[src/rtl/mseq_pkg.sv]
package mseq_pkg;

    typedef enum logic [1:0] {
        ST_IDLE   = 2'd0,
        ST_RUN    = 2'd1,
        ST_FREEZE = 2'd2
    } seq_state_t;

    localparam int STRB_BITS = 4;
    localparam int LATCH_POS = STRB_BITS;
    localparam int WAIT_POS  = STRB_BITS + 1;
    localparam int LAST_POS  = STRB_BITS + 2;
    localparam int PWORD_W   = STRB_BITS + 3;

endpackage

[src/rtl/mseq_sync.sv]
module mseq_sync #(
    parameter int STAGES = 2
) (
    input  logic clk,
    input  logic rst_n,
    input  logic async_in,
    output logic sync_out
);
    logic [STAGES-1:0] chain;

    generate
        genvar g;
        for (g = 0; g < STAGES; g++) begin : g_stage
            if (g == 0) begin : g_first
                always_ff @(posedge clk or negedge rst_n) begin
                    if (!rst_n) chain[0] <= 1'b0;
                    else        chain[0] <= async_in;
                end
            end else begin : g_rest
                always_ff @(posedge clk or negedge rst_n) begin
                    if (!rst_n) chain[g] <= 1'b0;
                    else        chain[g] <= chain[g-1];
                end
            end
        end
    endgenerate

    assign sync_out = chain[STAGES-1];
endmodule

[src/rtl/mseq_pattern_ram.sv]
module mseq_pattern_ram #(
    parameter int DEPTH  = 16,
    parameter int WORD_W = 7,
    localparam int AW    = $clog2(DEPTH)
) (
    input  logic              clk,
    input  logic              rst_n,
    input  logic              wr_en,
    input  logic [AW-1:0]     wr_addr,
    input  logic [WORD_W-1:0] wr_data,
    input  logic [AW-1:0]     rd_addr,
    output logic [WORD_W-1:0] rd_data
);
    logic [WORD_W-1:0] mem [DEPTH];

    generate
        genvar e;
        for (e = 0; e < DEPTH; e++) begin : g_entry
            always_ff @(posedge clk or negedge rst_n) begin
                if (!rst_n)
                    mem[e] <= '0;
                else if (wr_en && (wr_addr == AW'(e)))
                    mem[e] <= wr_data;
            end
        end
    endgenerate

    assign rd_data = mem[rd_addr];
endmodule

[src/rtl/mseq_fsm.sv]
module mseq_fsm
    import mseq_pkg::*;
#(
    parameter int IDX_W  = 4,
    parameter int STRB_W = 4
) (
    input  logic              clk,
    input  logic              rst_n,
    input  logic              start,
    input  logic [IDX_W-1:0]  start_idx,
    input  logic              cfg_wait_en,
    input  logic              wait_s,
    input  logic [STRB_W-1:0] word_strb,
    input  logic              word_latch,
    input  logic              word_wait,
    input  logic              word_last,
    output logic [IDX_W-1:0]  ptr_o,
    output logic              idle_o,
    output logic              frozen_o,
    output logic              done_o,
    output logic [STRB_W-1:0] strb_o,
    output logic              latch_o
);
    seq_state_t       state_q, state_d;
    logic [IDX_W-1:0] ptr_q, ptr_d;
    logic             done_q;
    logic             hold;
    logic             halt;

    assign hold = cfg_wait_en && wait_s;
    assign halt = word_wait && hold;

    // next-state and pointer
    always_comb begin
        state_d = state_q;
        ptr_d   = ptr_q;
        unique case (state_q)
            ST_IDLE: begin
                if (start) begin                 // START
                    state_d = ST_RUN;
                    ptr_d   = start_idx;
                end
            end
            ST_RUN: begin
                if (halt) begin                  // HALT
                    state_d = ST_FREEZE;
                end else if (word_last) begin    // FINISH
                    state_d = ST_IDLE;
                end else begin                   // STEP
                    ptr_d = ptr_q + 1'b1;
                end
            end
            ST_FREEZE: begin
                if (!hold) begin
                    if (word_last) begin         // FINISH
                        state_d = ST_IDLE;
                    end else begin               // RESUME
                        state_d = ST_RUN;
                        ptr_d   = ptr_q + 1'b1;
                    end
                end
            end
            default: state_d = ST_IDLE;
        endcase
    end

    // state register
    always_ff @(posedge clk or negedge rst_n) begin
        if (!rst_n) begin
            state_q <= ST_IDLE;
            ptr_q   <= '0;
            done_q  <= 1'b0;
        end else begin
            state_q <= state_d;
            ptr_q   <= ptr_d;
            done_q  <= (state_q != ST_IDLE) && (state_d == ST_IDLE);
        end
    end

    // outputs
    always_comb begin
        strb_o  = '0;
        latch_o = 1'b0;
        unique case (state_q)
            ST_IDLE: begin
                strb_o  = '0;
                latch_o = 1'b0;
            end
            ST_RUN: begin
                strb_o  = word_strb;
                latch_o = word_latch && !halt;
            end
            ST_FREEZE: begin
                strb_o  = word_strb;
                latch_o = 1'b0;
            end
            default: begin
                strb_o  = '0;
                latch_o = 1'b0;
            end
        endcase
    end

    assign ptr_o    = ptr_q;
    assign idle_o   = (state_q == ST_IDLE);
    assign frozen_o = (state_q == ST_FREEZE);
    assign done_o   = done_q;
endmodule

[src/rtl/mem_seq_top.sv]
module mem_seq_top
    import mseq_pkg::*;
#(
    parameter int DEPTH       = 16,
    parameter int SYNC_STAGES = 2,
    localparam int IDX_W      = $clog2(DEPTH)
) (
    input  logic                 clk,
    input  logic                 rst_n,
    input  logic                 cfg_wait_en,
    input  logic                 req_start,
    input  logic [IDX_W-1:0]     req_idx,
    output logic                 req_done,
    input  logic                 pat_we,
    input  logic [IDX_W-1:0]     pat_addr,
    input  logic [PWORD_W-1:0]   pat_wdata,
    input  logic                 ext_wait,
    output logic [STRB_BITS-1:0] strb_o,
    output logic                 latch_o
);
    logic               wait_s;
    logic               idle;
    logic               frozen;
    logic [IDX_W-1:0]   ptr;
    logic [PWORD_W-1:0] cur_word;

    mseq_sync #(.STAGES(SYNC_STAGES)) u_sync (
        .clk      (clk),
        .rst_n    (rst_n),
        .async_in (ext_wait),
        .sync_out (wait_s)
    );

    mseq_pattern_ram #(.DEPTH(DEPTH), .WORD_W(PWORD_W)) u_ram (
        .clk     (clk),
        .rst_n   (rst_n),
        .wr_en   (pat_we && idle),
        .wr_addr (pat_addr),
        .wr_data (pat_wdata),
        .rd_addr (ptr),
        .rd_data (cur_word)
    );

    mseq_fsm #(.IDX_W(IDX_W), .STRB_W(STRB_BITS)) u_fsm (
        .clk         (clk),
        .rst_n       (rst_n),
        .start       (req_start),
        .start_idx   (req_idx),
        .cfg_wait_en (cfg_wait_en),
        .wait_s      (wait_s),
        .word_strb   (cur_word[STRB_BITS-1:0]),
        .word_latch  (cur_word[LATCH_POS]),
        .word_wait   (cur_word[WAIT_POS]),
        .word_last   (cur_word[LAST_POS]),
        .ptr_o       (ptr),
        .idle_o      (idle),
        .frozen_o    (frozen),
        .done_o      (req_done),
        .strb_o      (strb_o),
        .latch_o     (latch_o)
    );
endmodule

[config.mk]
export PLATFORM = sky130hd
export DESIGN_NAME = mem_seq_top
export DESIGN_NICKNAME = d
export VERILOG_FILES = /design/src/rtl/mseq_pkg.sv /design/src/rtl/mseq_sync.sv /design/src/rtl/mseq_pattern_ram.sv /design/src/rtl/mseq_fsm.sv /design/src/rtl/mem_seq_top.sv
export SDC_FILE = /design/constraint.sdc
export NUM_CORES = 1
export LEC_CHECK = 0
export BUFFER_PORTS_ARGS = -buffer_cell sky130_fd_sc_hd__buf_2
export CORE_ASPECT_RATIO = 1.5
export CORE_MARGIN = 2
export CORE_UTILIZATION = 47
export DETAILED_ROUTE_END_ITERATION = 10
export GPL_TIMING_DRIVEN = 0
export SLEW_MARGIN = 20
export SYNTH_ARGS = -nofsm -noshare
export SYNTH_HDL_FRONTEND = slang
export SYNTH_SLANG_ARGS = --single-unit
[constraint.sdc]
create_clock -name clk -period 2.7 [get_ports clk]
set_input_delay 0.135 -clock clk [delete_from_list [all_inputs] [get_ports clk]]
set_output_delay 0.135 -clock clk [all_outputs]
set_load 0.05 [all_outputs]
# After elaboration in Yosys (flattened, before gate mapping)

Cells that the tools add are included.

Add/sub/neg operators: 1
Multipliers: 0
Div/mod/pow operators: 0
Order comparisons: 1
Eq/ne operators: 20
Shift operators: 0
Multiplexer cells: 16
Bitwise gates (word level): 1
Reduce and logical (&&, ||, !) cells: 29

Operators by type and width:

| operator              | number |
|---|---|
| $eq A4 B4 Y1 const B  | 8 |
| $bmux W7 S4           | 1 |
| $logic_and A1 B1 Y1   | 21 |
| $mux W4               | 5 |
| $eq A4 B3 Y1 const B  | 4 |
| $mux W7               | 2 |
| $pmux W4 S3           | 1 |
| $eq A4 B2 Y1 const B  | 2 |
| $mux W2               | 4 |
| $ne A2 B2 Y1 const B  | 3 |
| $pmux W2 S3           | 1 |
| $ge A5 B5 Y1 const B  | 1 |
| $not A4 Y5            | 1 |
| $add A4 B1 Y4 const B | 1 |
| $eq A4 B1 Y1 const B  | 1 |
| $logic_not A2 Y1      | 2 |
| $logic_not A4 Y1      | 1 |
| $reduce_and A4 Y1     | 1 |
| $reduce_bool A3 Y1    | 1 |
| $eq A2 B1 Y1 const B  | 1 |
| $eq A2 B2 Y1 const B  | 1 |
| $mux W1               | 2 |
| $reduce_bool A2 Y1    | 1 |
| $reduce_or A2 Y1      | 1 |
| $logic_not A1 Y1      | 1 |

Bits in registers: 121
Bits in latches: 0
Memory bits (writable): 0
Bits in read-only memories: 0
Output and inout port bits: 6
Logic and storage cells: 89
Memories: 0

# Logic depth before layout (Yosys ltp)

Gate-level depths: netlist (run 1).

Depth after elaboration: 9
Depth in mapped cells: 8
Gate-level depth less buffers: 8

# Cells and area by module

From an unflattened synthesis (run 1), not the netlist that was laid out.

Cells, all modules: 380
Area, all modules: 5800.6 µm²

By module, submodules not included:

| module           | times used | cells an instance | area an instance (µm²) | seq. area each (µm²) |
|---|---|---|---|---|
| mseq_pattern_ram | 1          | 322               | 5217.5                 | 2802.7 |
| mseq_fsm         | 1          | 55                | 526.8                  | 175.2 |
| mseq_sync        | 1          | 2                 | 50.0                   | 50.0 |
| mem_seq_top      | 1          | 1                 | 6.3                    | 0.0 |

# Least setup slack after synthesis (run 1)

Ideal clock, no wire load.

Kind: flip-flop to output port
Start point: register u_fsm.ptr_q[0] (netlist: u_fsm.ptr_o[0])
End point: output port strb_o[0]
Arrival time: 2.174 ns
Required time: 2.565 ns
Path slack: 0.391 ns
Cell stages (with the launch flop): 6
Path buffers: 2
Path through: dfrtp_1 > buf_2 > buf_2 > mux4_2 > mux4_2 > and2_1

Word-level cells in the longest chain between the ends: 5

Ends and longest elaborated chain:

| item                                        | line                   | text |
|---|---|---|
| start: declaration                          | mseq_fsm.sv:25         | `logic [IDX_W-1:0] ptr_q, ptr_d;` |
| start signal: assignment                    | mseq_fsm.sv:75         | `ptr_q <= ptr_d;` |
| $not A4 Y5 (not written as such)            | mseq_pattern_ram.sv:28 | `assign rd_data = mem[rd_addr];` |
| $bmux W7 S4                                 | mseq_pattern_ram.sv:28 |  |
| $mux W7 (not written as such) (2 in series) | mseq_pattern_ram.sv:28 |  |
| $mux W4                                     | mseq_fsm.sv:84         | `unique case (state_q)` |
| end: declaration                            | mem_seq_top.sv:18      | `output logic [STRB_BITS-1:0] strb_o,` |

Every way passes these cells. The select of a mux whose other input is x is not followed.

# Final worst setup path (run 1)

Same ends and word-level chain as after synthesis.

==> flow_summary_export.csv, run 1 <==
group,metric,value,unit
setup_path,crit_required,2.57,ns
finish,final_layout_size_suffix_gt1_frac,0.4761,
grt,grt_first_pass_wirelength,21790,microns
placement,dp_slack,-0.09037,ns
setup_path,critPathMaxStageDelay,0.50,ns
finish,finish.instance_area,6869,sq um
cts,clk_latency,0.41,ns
cts,cts.sinks,121,
grt,grt_max_degree,70,
detailed_routing,vias,3586,
setup_path,cp_slowest_cell,"mux4_2",
min_path,hold_class,"primary input to flop",
cts,cts-buffers-inserted,17,
sta,hold_violations,0,
finish,num-nets-final,473,
finish,area_growth,19.24,%
setup_path,cp_data_arrival_time,2.50,ns
floorplanning,num_rows,49,
logic_synthesis,syn_inst,393,
cts,path_clk_slew,0.06,ns
floorplanning,die_w,94.40,microns
setup_path,start_kind,"flop",
placement,portBuffers,26,
sta,period_needed,2.631,ns
detailed_routing,dr.pass1.iters,4,
sta,worst_pin_slew,1.191,ns
sta,min_period_over_period,0.9745,
grt,grt_overflow,0,
detailed_routing,ant_nets,0,
logic_synthesis,synth.largest_area_cell,"dfrtp_1",
logic_synthesis,syn_nets,419,
grt,grt_util_all_layers,0.2314,
setup_path,cp_cell_sequence,"buf_12, buf_12, mux4_2, mux4_2, and2_1, buf_4",
placement,placed_area,6146,sq um
floorplanning,initial_core_util,0.4818,
cts,cts-root-buf,"clkbuf_16",
grt,first_global_vias,3778,
logic_synthesis,synth_most_common_cell,"dfrtp_1",
sta,slew_violations,0,
cts,cts_tree,"built",
floorplanning,dieHeight,139.6,microns
logic_synthesis,yosysWarningCount,0,
detailed_routing,drt_iter0_drc,234,
sta,finalSetupTns,0,ns
power_and_ir_drop,p_leak,3.056,nW
setup_path,crit_fanout,10,
sta,setup_viol,0,
floorplanning,ios,27,
finish,fillers,1002,
logic_synthesis,yosysUniqueCellTypes,44,
logic_synthesis,async_flop_share,1.000,
detailed_routing,avgRoutedWirePerCell,22.81,microns
sta,hold-worst-slack,0.04802,ns
detailed_routing,route.detailed.drc,0,
cts,cts_buffer_depth,2,
sta,max_freq,380.1,MHz
cts,h-tree-depth,4,
finish,post-route-util,0.5746,
logic_synthesis,ys_seq_area_frac,0.5256,
setup_path,cp-end-kind,"output port",
logic_synthesis,yosys.area.top_type_share,0.5256,
logic_synthesis,synthTopCellsByArea,"dfrtp_1 (53%), mux2_2 (21%), mux4_2 (11%), mux2i_1 (1.9%), mux2_1 (1.4%)",
logic_synthesis,synth_seq_cells,121,
logic_synthesis,netlist_area,5761,sq um
detailed_routing,via_per_inst,5.850,
placement,dp.final_hpwl,9254,microns
logic_synthesis,syn_avg_cell_area,14.66,sq um
finish,multi_input_comb_area,2625,sq um
logic_synthesis,synth_edf_count,0,
grt,antenna_found_initial,0,
logic_synthesis,ys.flop_type,"dfrtp_1",
sta,skew,0.009841,ns
setup_path,crit_type,"flop to output port",
floorplanning,design.core.area,11960,sq um
placement,routabilityCongestion,0.7880,
power_and_ir_drop,powerDensity,1253,nW/um^2
finish,antennaDiodeCount,0,
run,max-cap-violations,0,
logic_synthesis,synth_commonest_cells,"dfrtp_1 (121), mux2_2 (106), mux4_2 (27)",
finish,ff_latch_area,3029,sq um
setup_path,reg2reg_slack,0.12,ns
power_and_ir_drop,ir_drop,553.9,uV
sta,worst_slack,0.06892,ns
status,status,"finished, final reports clean",
sta,slew_headroom,0.2030,
floorplanning,die-area,13180,sq um
detailed_routing,wl,13980,microns
[area by class of cell]
class,instances,area share
multi-input cells,243,0.3821
inverters,6,0.003279
clock inverters,13,0.02240
repair buffers,36,0.03625
plain buffers,22,0.02404
flip-flops and latches,121,0.4410
clock buffers,19,0.06302
well taps,153,0.02787
[cell families (layout without fill, tap and decap cells)]
family / Yosys count / in the layout / synth area share
DFF: 121 / 121 / 0.5256
buffers and inverters: 29 / 96 / 0.02411
AOI/OAI and AO/OA: 29 / 29 / 0.03931
muxes: 151 / 151 / 0.3456
and+or+nand+nor: 58 / 58 / 0.05452
adders and majority gates: 5 / 5 / 0.01086
[cells in the final DEF, fill, tap and decap left out, types with 3 or more instances in the layout]
cell type / Yosys / final
nor2_2: 1 / 6
buf_12: 1 / 4
mux2_2: 106 / 106
clkinv_2: 0 / 5
a21oi_1: 6 / 6
a22oi_1: 3 / 3
inv_1: 6 / 6
clkbuf_1: 16 / 15
nor2_1: 14 / 9
a2bb2oi_1: 4 / 4
bufinv_16: 0 / 3
mux4_2: 27 / 27
dfrtp_1: 121 / 120
mux2i_1: 11 / 11
nand3_1: 4 / 4
clkbuf_16: 0 / 17
buf_2: 5 / 25
and2_1: 5 / 5
mux2_1: 7 / 7
nand2_1: 13 / 13
o22ai_1: 4 / 4
clkinvlp_4: 0 / 4
buf_4: 0 / 7
ha_1: 5 / 5
or3_1: 3 / 3
buf_6: 1 / 4
[layer usage]
layer  vias up  wire (microns)  track usage
li1       1578               -            -
met1      1880            5630       0.2919
met2        99            7181       0.3789
met3        29             656      0.04981
met4         0             514       0.1068
met5         -               0            0
[sequential cells by signal, summed over array words and instances (netlist names)]
signal           flops
u_fsm.done_o         1
u_fsm.ptr_o          4
u_fsm.state_q        2
u_ram.mem          112
u_sync.chain         1
u_sync.sync_out      1
[path summary, 6_finish.rpt]
path | startpoint | to | depth (start not counted)
max reg2reg | u_fsm.state_q[0] | u_ram.mem[13] | 5
min | pat_wdata[1] | u_ram.mem[64] | 2
max in group asynchronous | rst_n | u_fsm.ptr_o[1] | 3
min in group asynchronous | rst_n | u_ram.mem[5] | 2
min reg2reg | u_sync.chain[0] | u_sync.sync_out | 0
max | u_fsm.ptr_o[0] | strb_o[0] | 6
[report_power, final]
group | switching [mW] | total (mW) | internal (mW)
Clock | 0.800 | 2.24 | 1.44
Sequential | 0.401 | 2.99 | 2.59
Combinational | 1.56 | 3.37 | 1.81
[stage by stage]
| step | instances | power (mW) |
|---|---|---|
| 2_1_floorplan | 393 | 5.398 |
| 3_3_place_gp | 572 | 6.108 |
| 3_5_place_dp | 574 | 6.222 |
| 6_report | 613 | 8.605 |
| 5_1_grt | 613 | 9.087 |
| 4_1_cts | 607 | 8.575 |
[worst max-delay path: cells and delay by family (launching register included)]
family                 cells  cell delay [ns]
muxes                      2             0.99
buffers and inverters      3             0.50
DFF                        1             0.39
and+or+nand+nor            1             0.20
[what timing repair did]
| action | in CTS | in global routing |
|---|---|---|
| gates resized for setup | 18 | 5 |
| endpoints found under the hold margin | 53 | 0 |
| endpoints found under the setup margin | 12 | 12 |
| hold buffers | 2 | 0 |
| setup buffers | 0 | 6 |
Power figures use the tool's default switching activity.
==> inputs of run 2 (changes only) <==
CORE_UTILIZATION = 39   (was 47)
==> run 2 against run 1 <==
Effect of this change:
- fmax fell by 1.3%
- critical endpoint unchanged
- critical path depth stayed put
- flip-flop and latch count unchanged
- count of clock-buffer cells in the layout up 1
- highest routed layer unchanged
- first-iteration DRC count shrank 27%
- combinational power is essentially flat
- sequential share of layout area is 0.50 points lower
- clock power increased by 6%
- largest power group unchanged
- global-route usage shrank 4.0 points
- cell count increased by 6.9%
- worst setup slack worse by 0.035 ns
==> flow_summary_export.csv, run 2 (synthesis gave the netlist of run 1 again) <==
group,metric,value,unit
finish,largest_reg_flops,112,
grt,grt_overflow,0,
setup_path,crit_type,"flop to output port",
sta,hold-worst-slack,0.04001,ns
sta,max_freq,375.1,MHz
power_and_ir_drop,p_leak,3.071,nW
setup_path,crit_fanout,10,
floorplanning,initial_core_util,0.3966,
detailed_routing,wl,14070,microns
detailed_routing,vias,3579,
floorplanning,die_w,103.2,microns
grt,grt_util_all_layers,0.1912,
setup_path,crit_top_cell,"mux4_2",
min_path,holdPathEnd,"u_fsm.ptr_o[1]",
cts,cts_tree,"built",
sta,setup_viol,0,
placement,placed_area,6197,sq um
min_path,hold_class,"primary input to flop",
placement,place_inst,617,
power_and_ir_drop,power_switching_share,0.3195,
sta,worst_slack,0.03422,ns
cts,path_clk_slew,0.05,ns
min_path,hold_start,"req_idx[1]",
placement,dp.final_hpwl,9281,microns
cts,h-tree-depth,4,
setup_path,cp_data_arrival_time,2.53,ns
sta,skew,0.004667,ns
finish,final_cells,655,
sta,worst_pin_slew,1.167,ns
setup_path,start_kind,"flop",
finish,antennaDiodeCount,0,
setup_path,cp-end-kind,"output port",
floorplanning,ios,27,
power_and_ir_drop,p_int,5.962,mW
placement,dp_slack,-0.09220,ns
setup_path,cp_slowest_cell,"mux4_2",
detailed_routing,route.detailed.drc,0,
setup_path,reg2reg_slack,0.04,ns
power_and_ir_drop,total_power,8.762,mW
setup_path,crit_start,"u_fsm.ptr_o[0]",
run,max-cap-violations,0,
cts,cts-root-buf,"clkbuf_16",
setup_path,reg2regPathDepth,7,
sta,slew_headroom,0.2190,
power_and_ir_drop,powerDensity,1261,nW/um^2
grt,antenna_found_initial,0,
sta,rsz0062_at_grt,"true",
setup_path,r2r_start,"u_fsm.state_q[0]",
detailed_routing,avgRoutedWirePerCell,21.49,microns
power_and_ir_drop,p_switching,2.800,mW
power_and_ir_drop,combinationalPowerShare,0.386,
finish,final_cell_mix,"dfrtp_1 (120), mux2_2 (106), mux4_2 (27)",
finish,final_common_cell,"dfrtp_1",
setup_path,r2r-end,"u_ram.mem[76]",
setup_path,crit_required,2.57,ns
min_path,holdPathStages,3,
cts,cts-buffers-inserted,17,
floorplanning,design.core.area,14530,sq um
power_and_ir_drop,power_frac_seq,0.342,
detailed_routing,dr.pass1.iters,4,
floorplanning,die-area,15780,sq um
sta,min_period_over_period,0.9873,
finish,final_layout_size_suffix_gt1_frac,0.4662,
floorplanning,num_rows,54,
setup_path,cp_top_family,"multiplexers",
power_and_ir_drop,ir_drop,499.9,uV
finish,largest-register,"u_ram.mem",
setup_path,critPathMaxStageDelay,0.50,ns
grt,grt_max_degree,85,
power_and_ir_drop,p_clk_frac,0.272,
finish,num-nets-final,472,
finish,area_growth,20.61,%
cts,clk_latency,0.42,ns
setup_path,cp_cell_sequence,"buf_8, buf_12, mux4_2, mux4_2, and2_1, buf_2",
sta,hold_violations,0,
finish,finish.instance_area,6948,sq um
sta,slew_violations,0,
grt,first_global_vias,3812,
sta,period_needed,2.666,ns
floorplanning,dieHeight,152.9,microns
cts,cts.sinks,121,
grt,grt_first_pass_wirelength,21570,microns
cts,cts_buffer_depth,2,
detailed_routing,drt_iter0_drc,171,
detailed_routing,ant_nets,0,
status,status,"finished, final reports clean",
placement,routabilityCongestion,0.8265,
detailed_routing,via_per_inst,5.464,
setup_path,worst-path-buf-inv,3,
placement,portBuffers,26,
-- run 2: changes by cell type in the layout (fill, tap and decap cells not counted), sizes merged --
cell    before  now
clkinv       6    4
buf         41   38
clkbuf      34   37
bufinv       3    4
-- run 2: worst reg2reg max path, cell delays in order, from the launching register on --
cell     delay [ns]
dfrtp_1        0.43
inv_1          0.12
ha_1           0.29
nand2_1        0.19
nor2_1         0.15
nand2_1        0.11
nor2_1         0.83
mux2_2         0.42
-- run 2: timing repair --
action,in CTS,in global routing
cloned,0,1
buffers inserted,1,3
hold endpoints to repair,38,0
hold buffers,2,0
pin swaps,0,0
gates resized for setup,14,7
endpoints found under the setup margin,5,19
-- run 2: stage by stage --
stage,utilization,TNS (ns)
global route,0.4783,-1.737
finish,0.4783,0
global placement,0.4224,-2.184
floorplan,-,0
CTS,0.4739,0
detailed placement,0.4266,-0.3943
-- run 2: per-layer routing --
layer	wire length, microns	part of all wire	GRT usage
met5	0	0	0
met3	479	0.034	0.03658
met2	7410	0.53	0.3188
met1	5819	0.41	0.2396
met4	364	0.026	0.08083
-- run 2: power by group through the flow --
stage / combinational (mW) / clock [mW] / sequential (mW)
final: 3.38 / 2.38 / 3.00
after floorplan: 2.51 / 0 / 2.89
after detailed placement: 3.24 / 0 / 3.00
after global routing: 3.63 / 2.48 / 3.09
after global placement: 3.16 / 0 / 2.95
after CTS: 3.31 / 2.40 / 2.99
-- run 2: worst max path at each step --
stage	end	slack, ns	cells past startpoint
finish	strb_o[0]	0.03	6
global route	u_ram.mem[76]	-0.14	7
CTS	latch_o	0.01	6
detailed placement	strb_o[0]	-0.09	6
global placement	u_ram.mem[84]	-0.25	5
floorplan	strb_o[0]	0.39	5
-- run 2: layout make-up --
| class | instances | area, sq um |
|---|---|---|
| inverter | 6 | 22.52 |
| multi-input combinational | 243 | 2613 |
| clock inverter | 12 | 173.9 |
| timing repair buffer | 35 | 257.7 |
| tap | 196 | 245.2 |
| clock buffer | 20 | 446.7 |
| buffer | 22 | 160.2 |
| sequential | 121 | 3029 |
| fill | 1274 | 7579 |
